--- config.mk ---
export PLATFORM = sky130hd
export DESIGN_NAME = ctx_regfile
export DESIGN_NICKNAME = d
export VERILOG_FILES = /design/src/rtl/ctxrf_pkg.sv /design/src/rtl/ctxrf_frames.sv /design/src/rtl/ctxrf_sched.sv /design/src/rtl/ctxrf_tags.sv /design/src/rtl/ctx_regfile.sv
export SDC_FILE = /design/constraint.sdc
export NUM_CORES = 2
export LEC_CHECK = 0
export ABC_AREA = 1
export CAP_MARGIN = 20
export CORE_UTILIZATION = 25
export CTS_BUF_LIST = sky130_fd_sc_hd__clkbuf_4 sky130_fd_sc_hd__clkbuf_8
export DETAILED_ROUTE_END_ITERATION = 16
export GPL_ROUTABILITY_DRIVEN = 1
export HOLD_SLACK_MARGIN = 0.08
export MAX_ROUTING_LAYER = met4
export PLACE_DENSITY_LB_ADDON = 0.1
export SLEW_MARGIN = 20
export SYNTH_ARGS = -nofsm -noshare
export SYNTH_HDL_FRONTEND = slang
export SYNTH_SLANG_ARGS = --single-unit
--- constraint.sdc ---
create_clock -name clk -period 6.6 [get_ports clk]
set_input_delay 1.98 -clock clk [delete_from_list [all_inputs] [get_ports clk]]
set_output_delay 1.98 -clock clk [all_outputs]
set_load 0.01 [all_outputs]
--- src/rtl/ctxrf_pkg.sv ---
package ctxrf_pkg;
  typedef enum logic [1:0] {
    CAUSE_NONE = 2'b00,
    CAUSE_MISS = 2'b01,
    CAUSE_SYNC = 2'b10,
    CAUSE_RSVD = 2'b11
  } cause_e;

  function automatic logic cause_accepted(input logic [1:0] c);
    return (cause_e'(c) == CAUSE_MISS) || (cause_e'(c) == CAUSE_SYNC);
  endfunction
endpackage

--- src/rtl/ctxrf_frames.sv ---
module ctxrf_frames #(
  parameter int NUM_FRAMES = 4,
  parameter int NUM_REGS   = 8,
  parameter int DATA_W     = 32,
  parameter int PC_W       = 32,
  localparam int FP_W      = $clog2(NUM_FRAMES),
  localparam int IDX_W     = $clog2(NUM_REGS)
) (
  input  logic              clk,
  input  logic              rst_n,
  input  logic [FP_W-1:0]   fp,
  input  logic [IDX_W-1:0]  rd_a_idx,
  output logic [DATA_W-1:0] rd_a_data,
  input  logic [IDX_W-1:0]  rd_b_idx,
  output logic [DATA_W-1:0] rd_b_data,
  input  logic              wr_en,
  input  logic [IDX_W-1:0]  wr_idx,
  input  logic [DATA_W-1:0] wr_data,
  input  logic              pc_wr_en,
  input  logic [PC_W-1:0]   pc_wr_data,
  output logic [PC_W-1:0]   active_pc
);
  // Index 0 has no storage; entry r-1 holds register r.
  logic [DATA_W-1:0] regs_q [NUM_FRAMES][NUM_REGS-1];
  logic [PC_W-1:0]   pc_q   [NUM_FRAMES];

  for (genvar f = 0; f < NUM_FRAMES; f++) begin : g_frame
    logic frame_sel;
    assign frame_sel = (fp == FP_W'(f));

    for (genvar r = 1; r < NUM_REGS; r++) begin : g_reg
      logic reg_en;
      assign reg_en = wr_en && frame_sel && (wr_idx == IDX_W'(r));
      always_ff @(posedge clk or negedge rst_n) begin
        if (!rst_n)      regs_q[f][r-1] <= '0;
        else if (reg_en) regs_q[f][r-1] <= wr_data;
      end
    end

    logic pc_en;
    assign pc_en = pc_wr_en && frame_sel;
    always_ff @(posedge clk or negedge rst_n) begin
      if (!rst_n)     pc_q[f] <= '0;
      else if (pc_en) pc_q[f] <= pc_wr_data;
    end
  end

  always_comb begin
    rd_a_data = (rd_a_idx == '0) ? '0 : regs_q[fp][rd_a_idx - 1'b1];
    rd_b_data = (rd_b_idx == '0) ? '0 : regs_q[fp][rd_b_idx - 1'b1];
    active_pc = pc_q[fp];
  end
endmodule

--- src/rtl/ctxrf_sched.sv ---
module ctxrf_sched #(
  parameter int NUM_FRAMES = 4,
  localparam int FP_W      = $clog2(NUM_FRAMES)
) (
  input  logic [FP_W-1:0]       fp,
  input  logic [NUM_FRAMES-1:0] ready_mask,
  output logic [FP_W-1:0]       rr_next,
  output logic                  any_ready
);
  logic [FP_W-1:0] cand;
  logic            found;

  // Search upward from fp+1; the last step (k = NUM_FRAMES) is fp itself.
  always_comb begin
    rr_next = fp;
    found   = 1'b0;
    cand    = '0;
    for (int k = 1; k <= NUM_FRAMES; k++) begin
      cand = FP_W'((int'(fp) + k) % NUM_FRAMES);
      if (!found && ready_mask[cand]) begin
        rr_next = cand;
        found   = 1'b1;
      end
    end
    any_ready = |ready_mask;
  end
endmodule

--- src/rtl/ctxrf_tags.sv ---
module ctxrf_tags #(
  parameter int NUM_FRAMES = 4,
  parameter int CTX_W      = 4,
  localparam int FP_W      = $clog2(NUM_FRAMES)
) (
  input  logic             clk,
  input  logic             rst_n,
  input  logic [FP_W-1:0]  fp,
  input  logic             bind_en,
  input  logic [CTX_W-1:0] bind_ctx,
  input  logic [CTX_W-1:0] req_ctx,
  output logic             hit,
  output logic [FP_W-1:0]  hit_frame,
  output logic [CTX_W-1:0] cur_ctx
);
  logic [CTX_W-1:0] tag_q [NUM_FRAMES];

  for (genvar f = 0; f < NUM_FRAMES; f++) begin : g_tag
    logic tag_en;
    assign tag_en = bind_en && (fp == FP_W'(f));
    always_ff @(posedge clk or negedge rst_n) begin
      if (!rst_n)      tag_q[f] <= CTX_W'(f);
      else if (tag_en) tag_q[f] <= bind_ctx;
    end
  end

  always_comb begin
    hit       = 1'b0;
    hit_frame = '0;
    for (int f = 0; f < NUM_FRAMES; f++) begin
      if (!hit && tag_q[f] == req_ctx) begin
        hit       = 1'b1;
        hit_frame = FP_W'(f);
      end
    end
    cur_ctx = tag_q[fp];
  end
endmodule

--- src/rtl/ctx_regfile.sv ---
module ctx_regfile #(
  parameter int NUM_FRAMES = 4,
  parameter int NUM_REGS   = 8,
  parameter int DATA_W     = 32,
  parameter int PC_W       = 32,
  parameter int CTX_W      = 4,
  localparam int FP_W      = $clog2(NUM_FRAMES),
  localparam int IDX_W     = $clog2(NUM_REGS)
) (
  input  logic                  clk,
  input  logic                  rst_n,
  input  logic [IDX_W-1:0]      rd_a_idx,
  output logic [DATA_W-1:0]     rd_a_data,
  input  logic [IDX_W-1:0]      rd_b_idx,
  output logic [DATA_W-1:0]     rd_b_data,
  input  logic                  wr_en,
  input  logic [IDX_W-1:0]      wr_idx,
  input  logic [DATA_W-1:0]     wr_data,
  input  logic                  pc_wr_en,
  input  logic [PC_W-1:0]       pc_wr_data,
  output logic [PC_W-1:0]       active_pc,
  input  logic                  sw_req,
  input  logic [1:0]            sw_cause,
  input  logic [NUM_FRAMES-1:0] ready_mask,
  input  logic                  ctx_req,
  input  logic [CTX_W-1:0]      ctx_req_id,
  input  logic                  bind_en,
  input  logic [CTX_W-1:0]      bind_ctx,
  output logic [FP_W-1:0]       cur_frame,
  output logic [CTX_W-1:0]      cur_ctx,
  output logic                  trap,
  output logic [CTX_W-1:0]      trap_ctx,
  output logic                  idle
);
  import ctxrf_pkg::*;

  logic [FP_W-1:0]  fp_q, fp_d;
  logic             trap_q, trap_d;
  logic [CTX_W-1:0] trap_ctx_q, trap_ctx_d;
  logic [FP_W-1:0]  rr_next, hit_frame;
  logic             any_ready, hit, sw_valid;

  ctxrf_frames #(
    .NUM_FRAMES(NUM_FRAMES), .NUM_REGS(NUM_REGS), .DATA_W(DATA_W), .PC_W(PC_W)
  ) u_frames (
    .clk(clk), .rst_n(rst_n), .fp(fp_q),
    .rd_a_idx(rd_a_idx), .rd_a_data(rd_a_data),
    .rd_b_idx(rd_b_idx), .rd_b_data(rd_b_data),
    .wr_en(wr_en), .wr_idx(wr_idx), .wr_data(wr_data),
    .pc_wr_en(pc_wr_en), .pc_wr_data(pc_wr_data), .active_pc(active_pc)
  );

  ctxrf_sched #(.NUM_FRAMES(NUM_FRAMES)) u_sched (
    .fp(fp_q), .ready_mask(ready_mask), .rr_next(rr_next), .any_ready(any_ready)
  );

  ctxrf_tags #(.NUM_FRAMES(NUM_FRAMES), .CTX_W(CTX_W)) u_tags (
    .clk(clk), .rst_n(rst_n), .fp(fp_q),
    .bind_en(bind_en), .bind_ctx(bind_ctx), .req_ctx(ctx_req_id),
    .hit(hit), .hit_frame(hit_frame), .cur_ctx(cur_ctx)
  );

  assign sw_valid = sw_req && cause_accepted(sw_cause);

  // Next-state: an explicit context request wins over a stall switch.
  always_comb begin
    fp_d       = fp_q;
    trap_d     = 1'b0;
    trap_ctx_d = trap_ctx_q;
    if (ctx_req) begin
      if (hit) begin
        fp_d = hit_frame;
      end else begin
        trap_d     = 1'b1;
        trap_ctx_d = ctx_req_id;
      end
    end else if (sw_valid && any_ready) begin
      fp_d = rr_next;
    end
  end

  always_ff @(posedge clk or negedge rst_n) begin
    if (!rst_n) begin
      fp_q       <= '0;
      trap_q     <= 1'b0;
      trap_ctx_q <= '0;
    end else begin
      fp_q       <= fp_d;
      trap_q     <= trap_d;
      trap_ctx_q <= trap_ctx_d;
    end
  end

  assign cur_frame = fp_q;
  assign trap      = trap_q;
  assign trap_ctx  = trap_ctx_q;
  assign idle      = !any_ready;
endmodule

After elaboration in Yosys (flattened, before gate mapping)
Index checks and enable logic that the tools add are counted.

word-level totals
  register bits = 1,047
  bits in writable memories = 0
  ROM bits = 0
  memories = 0
  logic and storage cells = 181
  bits in latches = 0

cells by class
  bitwise operators = 4
  add/sub/neg operators = 6
  multiply operators = 0
  div/mod/pow operators = 0
  order comparisons = 7
  equal/unequal tests = 17
  multiplexer cells = 44
  shifts and indexed selects = 0
  reduce and logical (&&, ||, !) cells = 64

operators with widths
  cell                 number
  $bmux 224 s2         1
  $mux 224             2
  $mux 32              8
  $bmux 32 s3          2
  $bmux 32 s2          1
  $logic_and 1x1->1    48
  $mux 2               9
  $eq 4x4->1           4
  $mux 1               14
  $eq 3x3->1 const B   4
  $lt 2x3->1 const B   4
  $bmux 1 s2           4
  $bmux 4 s2           1
  $ge 4x4->1 const B   2
  $mux 4               2
  $not 3->4            2
  $logic_not 1->1      7
  $eq 2x2->1 const B   3
  $eq 3x2->1 const B   2
  $logic_not 3->1      2
  $sub 3x1->3 const B  2
  $reduce_bool 5->1    1
  $add 2x1->2 const B  2
  $add 2x2->2 const B  2
  other kinds (12)     13

Logic depth before layout (Yosys ltp)
  depth after elaboration = 15
  depth in mapped cells = 16
  gate-level depth less buffers = 12

Hierarchy
From an unflattened synthesis, not the netlist that was laid out.

unflattened totals
  cells, all modules = 6,963
  area total of the unflattened synthesis = 51,165.3 um^2

by module, submodules not included
  module        cells an instance  instances  area an instance (um^2)
  ctxrf_frames  6,742              1          49,585.1
  ctxrf_tags    130                1          985.9
  ctx_regfile   47                 1          340.3
  ctxrf_sched   44                 1          254.0

Worst setup path before layout
OpenSTA, ideal clock, no wires.

  path kind = input port to output port
  start = input rd_b_idx[0]
  end = output rd_b_data[10]
  setup slack = 0.674 ns
  data required time = 4.620 ns
  arrival = 3.946 ns
  stages = 11
  cells stage by stage = buf_2 > inv_2 > clkbuf_1 > ha_1 > clkbuf_1 > nor2_1 > inv_1 > clkbuf_1 > o211ai_1 > a21oi_1 > nor2_1

between the ends
  cells in the longest elaborated chain, start to end = 6
  elaborated cells between the ends (all ways) = 7

RTL lines
  item                                         line                RTL
  from (decl)                                  ctx_regfile.sv:14   input logic [IDX_W-1:0] rd_b_idx,
  $sub 3x1->3                                  ctxrf_frames.sv:50  rd_b_data = (rd_b_idx == '0) ? '0 : regs_q[fp][rd_b_idx - 1'b1];
  $not 3->4 (not written as such)              ctxrf_frames.sv:50
  $bmux 32 s3                                  ctxrf_frames.sv:50
  $mux 32 (not written as such) (2 in series)  ctxrf_frames.sv:50
  $mux 32 *                                    ctxrf_frames.sv:50
  to (decl)                                    ctx_regfile.sv:15   output logic [DATA_W-1:0] rd_b_data,

Every way passes the cells marked *; elsewhere a longest branch is shown, timed or not. The select of a mux whose other input is x is not followed.

Worst setup path after layout
  start = input rd_b_idx[1]
  end = output rd_b_data[9]

Same word-level chain as after synthesis.

==> flow_summary.toml <==
[routing]
viasPerCell = 4.71
vias = 44400
first_pass_iters = 5
drt-wirelength-per-cell_um = 21.9
drc = 0
drt_iter0_drc = 3394
antenna_left = 0
drt-total-wl_mm = 207

[placement]
gp_congestion = 0.828
dpl.cell_count = 9064
place_area_um2 = 55400
dp_hpwl_mm = 125
pre_cts_slack_ns = -0.277
numPortBuffers = 201

[clock_tree]
clk_latency_ns = 0.93
cts_sinks = 1047
root_buffer = "clkbuf_8"
htree_levels = 4
numCtsBuffers = 201
cts_tree = "done"
cts.clk_slew.worst_paths_ns = 0.05
clockBufferDepth = 3

[global_routing]
grt_use_met1 = 0.276
grt_overflow = 0
met2_usage = 0.337
grt_first_pass_wirelength_mm = 307
use_met3 = 0.0385
track_usage = 0.212
grt.busiest_layer = "met2"
antenna_found_initial = 17
first_global_vias = 43700
grt_max_degree = 156

[worst_setup_path]
cp_max_fo = 13
required_ns = 4.62
worst-setup-path-type = "in -> out"
start_kind = "primary input"
end_kind = "output port"
cp.arrival_ns = 4.58

[sta]
setup_ws_ns = 0.0439
tightestPinTransition_ns = 1.13
setup-violations-final = 0
drv_slew = 0
min_period_over_period = 0.993
period_needed_ns = 6.56
timing.fmax_mhz = 153
hold_viol = 0
maxSlewHeadroom = 0.246
grt_setup_unrepaired = "no"
finalClockSkew_ns = 0.0262
fin_tns_setup_ns = 0

[synthesis]
synthArstFlopShare = 1.00
synth-edff-count = 0
synth_flop_cell = "dfrtp_1"
avgSynthCellArea_um2 = 7.62
ys_types = 27
synth_area_um2 = 49800
yosysSeqAreaShare = 0.526
yosys_warnings = 0
synth-simple-area-share = 0.239
synth_cells = 6536
synth_xor_area_frac = 0.000879
syn_nets = 6638
synth_top_family_by_area = "simple AND/OR/NAND/NOR gates"
synth_compound_area_frac = 0.171
synth.cells.most_frequent = "nand2_1 (2028), o21ai_0 (1087), dfrtp_1 (1043)"
yosys.area.top_type = "dfrtp_1"
synth_area_leaders = "dfrtp_1 (52%), nand2_1 (15%), o21ai_0 (11%), a21oi_1 (4.8%), nor2_1 (4.7%)"
yosysMostFrequentCell = "nand2_1"
synthAdderAreaFrac = 0.00201
yosys.area.top_type_share = 0.524
ys_ff_latch = 1047
synthMuxAreaShare = 0

[cells_and_area]
final_util = 0.303
fin_cells = 9444
design_area_um2 = 59900
area_growth_pct = 20.2
final_nets = 6733
layout-drive-gt1-share = 0.0936

[power]
ir_drop_uv = 210
powerDensity_nw_per_um2 = 481
power.leakage_nw = 27.7

[floorplan]
die_w_um = 448
num_rows = 163
start_util = 0.252
die-area_um2 = 201000
coreArea_um2 = 198000
ioPinCount = 202
die_h_um = 448

[flow_run]
drv_cap = 0

[hold_path]
hold_class = "reg -> reg"

[status]
status = "complete, no violations"
## power breakdown
group          internal [mW]  switching [mW]
clock network           3.97            3.05
logic                   3.96            7.15
registers               9.27            1.42
## metrics by stage
step / total power [mW] / hold slack [ns]
after detailed placement: 22.0 / 0.468
after floorplan: 17.2 / 0.448
after global placement: 21.9 / 0.460
final: 28.8 / 0.476
after global routing: 31.2 / 0.494
after CTS: 29.2 / 0.482
## registers in the layout, summed over array words and instances, names as in the netlist
signal and flops:
u_frames.pc_q 128, u_tags.tag_q 16, trap_ctx 4, trap 1, u_frames.regs_q 896, cur_frame 2
## cells by family after synthesis
kind of cell               after synthesis
adders and majority gates                8
AOI/OAI and AO/OA                     1675
xor gates and xnor gates                 5
DFF                                   1047
buffers and inverters                  762
and+or+nand+nor                       3039
## repair_timing
item	4_1_cts	5_1_grt
endpoints found under the setup margin	7	7
setup buffers	1	3
hold buffers	0	0
pin swaps	2	3
cloned	0	0
resized for setup	9	7
## cell type report
class                   count  area [µm²]
well taps                2640        3300
fillers                 21400      138000
inverters                 255         983
clock inverters            22         215
flip-flops and latches   1047       26200
multi-input cells        4727       20900
diodes                     17        42.5
clock buffers             337        4110
repair buffers            399        4100
## worst paths after layout
kind | from | end | slack, ns | depth (start not counted)
setup / recovery | rd_b_idx[1] | rd_b_data[9] | 0.04 | 11
hold / removal | u_frames.pc_q[69]$_DFFE_PN0P_ | u_frames.pc_q[69]$_DFFE_PN0P_ | 0.48 | 2
setup reg to reg | cur_frame[1]$_DFFE_PN0P_ | u_frames.regs_q[563]$_DFFE_PN0P_ | 2.05 | 9
hold reg to reg | u_frames.pc_q[69]$_DFFE_PN0P_ | u_frames.pc_q[69]$_DFFE_PN0P_ | 0.48 | 2
max in group asynchronous | rst_n | u_frames.regs_q[187]$_DFFE_PN0P_ | 4.13 | 2
min in group asynchronous | rst_n | u_frames.regs_q[866]$_DFFE_PN0P_ | 1.12 | 1
## routing by layer
layer,part of all wire,wire [µm],vias up
met2,0.47,96600,1045
met4,0.025,5160,0
met1,0.46,95200,21600
met3,0.049,10100,293
met5,0,0,-
li1,-,-,21500
## layout by cell type, fill, tap and decap left out, types with 2 or more instances in the layout
cell             count
a21oi_1            472
and2_0               2
buf_12              49
buf_4              158
bufinv_16            2
clkbuf_4            85
clkbuf_8           252
clkdlybuf4s50_1    190
clkinv_2            11
clkinvlp_4           3
dfrtp_1           1041
dfrtp_4              2
dfstp_2              4
diode_2             17
ha_1                 6
ha_4                 2
inv_1              247
inv_2                4
inv_6                3
inv_8                5
nand2_1           2010
nand2_2              6
nand2_4             12
nand3_1            339
nand3_4              4
nor2_1             614
nor2_2               3
nor2_4              17
nor3_1              24
nor3_2               5
o211ai_1            24
o21ai_0           1086
o21ai_1             38
o22ai_1             53
xnor2_1              2
xnor2_2              2
## critical path, stage by stage
cell             delay [ns]
clkdlybuf4s50_1        0.48
inv_2                  0.09
ha_1                   0.22
xnor2_2                0.26
buf_4                  0.16
buf_4                  0.24
o21ai_0                0.13
nor3_1                 0.29
buf_4                  0.17
nor2_1                 0.06
clkdlybuf4s50_1        0.48
No activity file was read; power rests on OpenSTA's default activity.
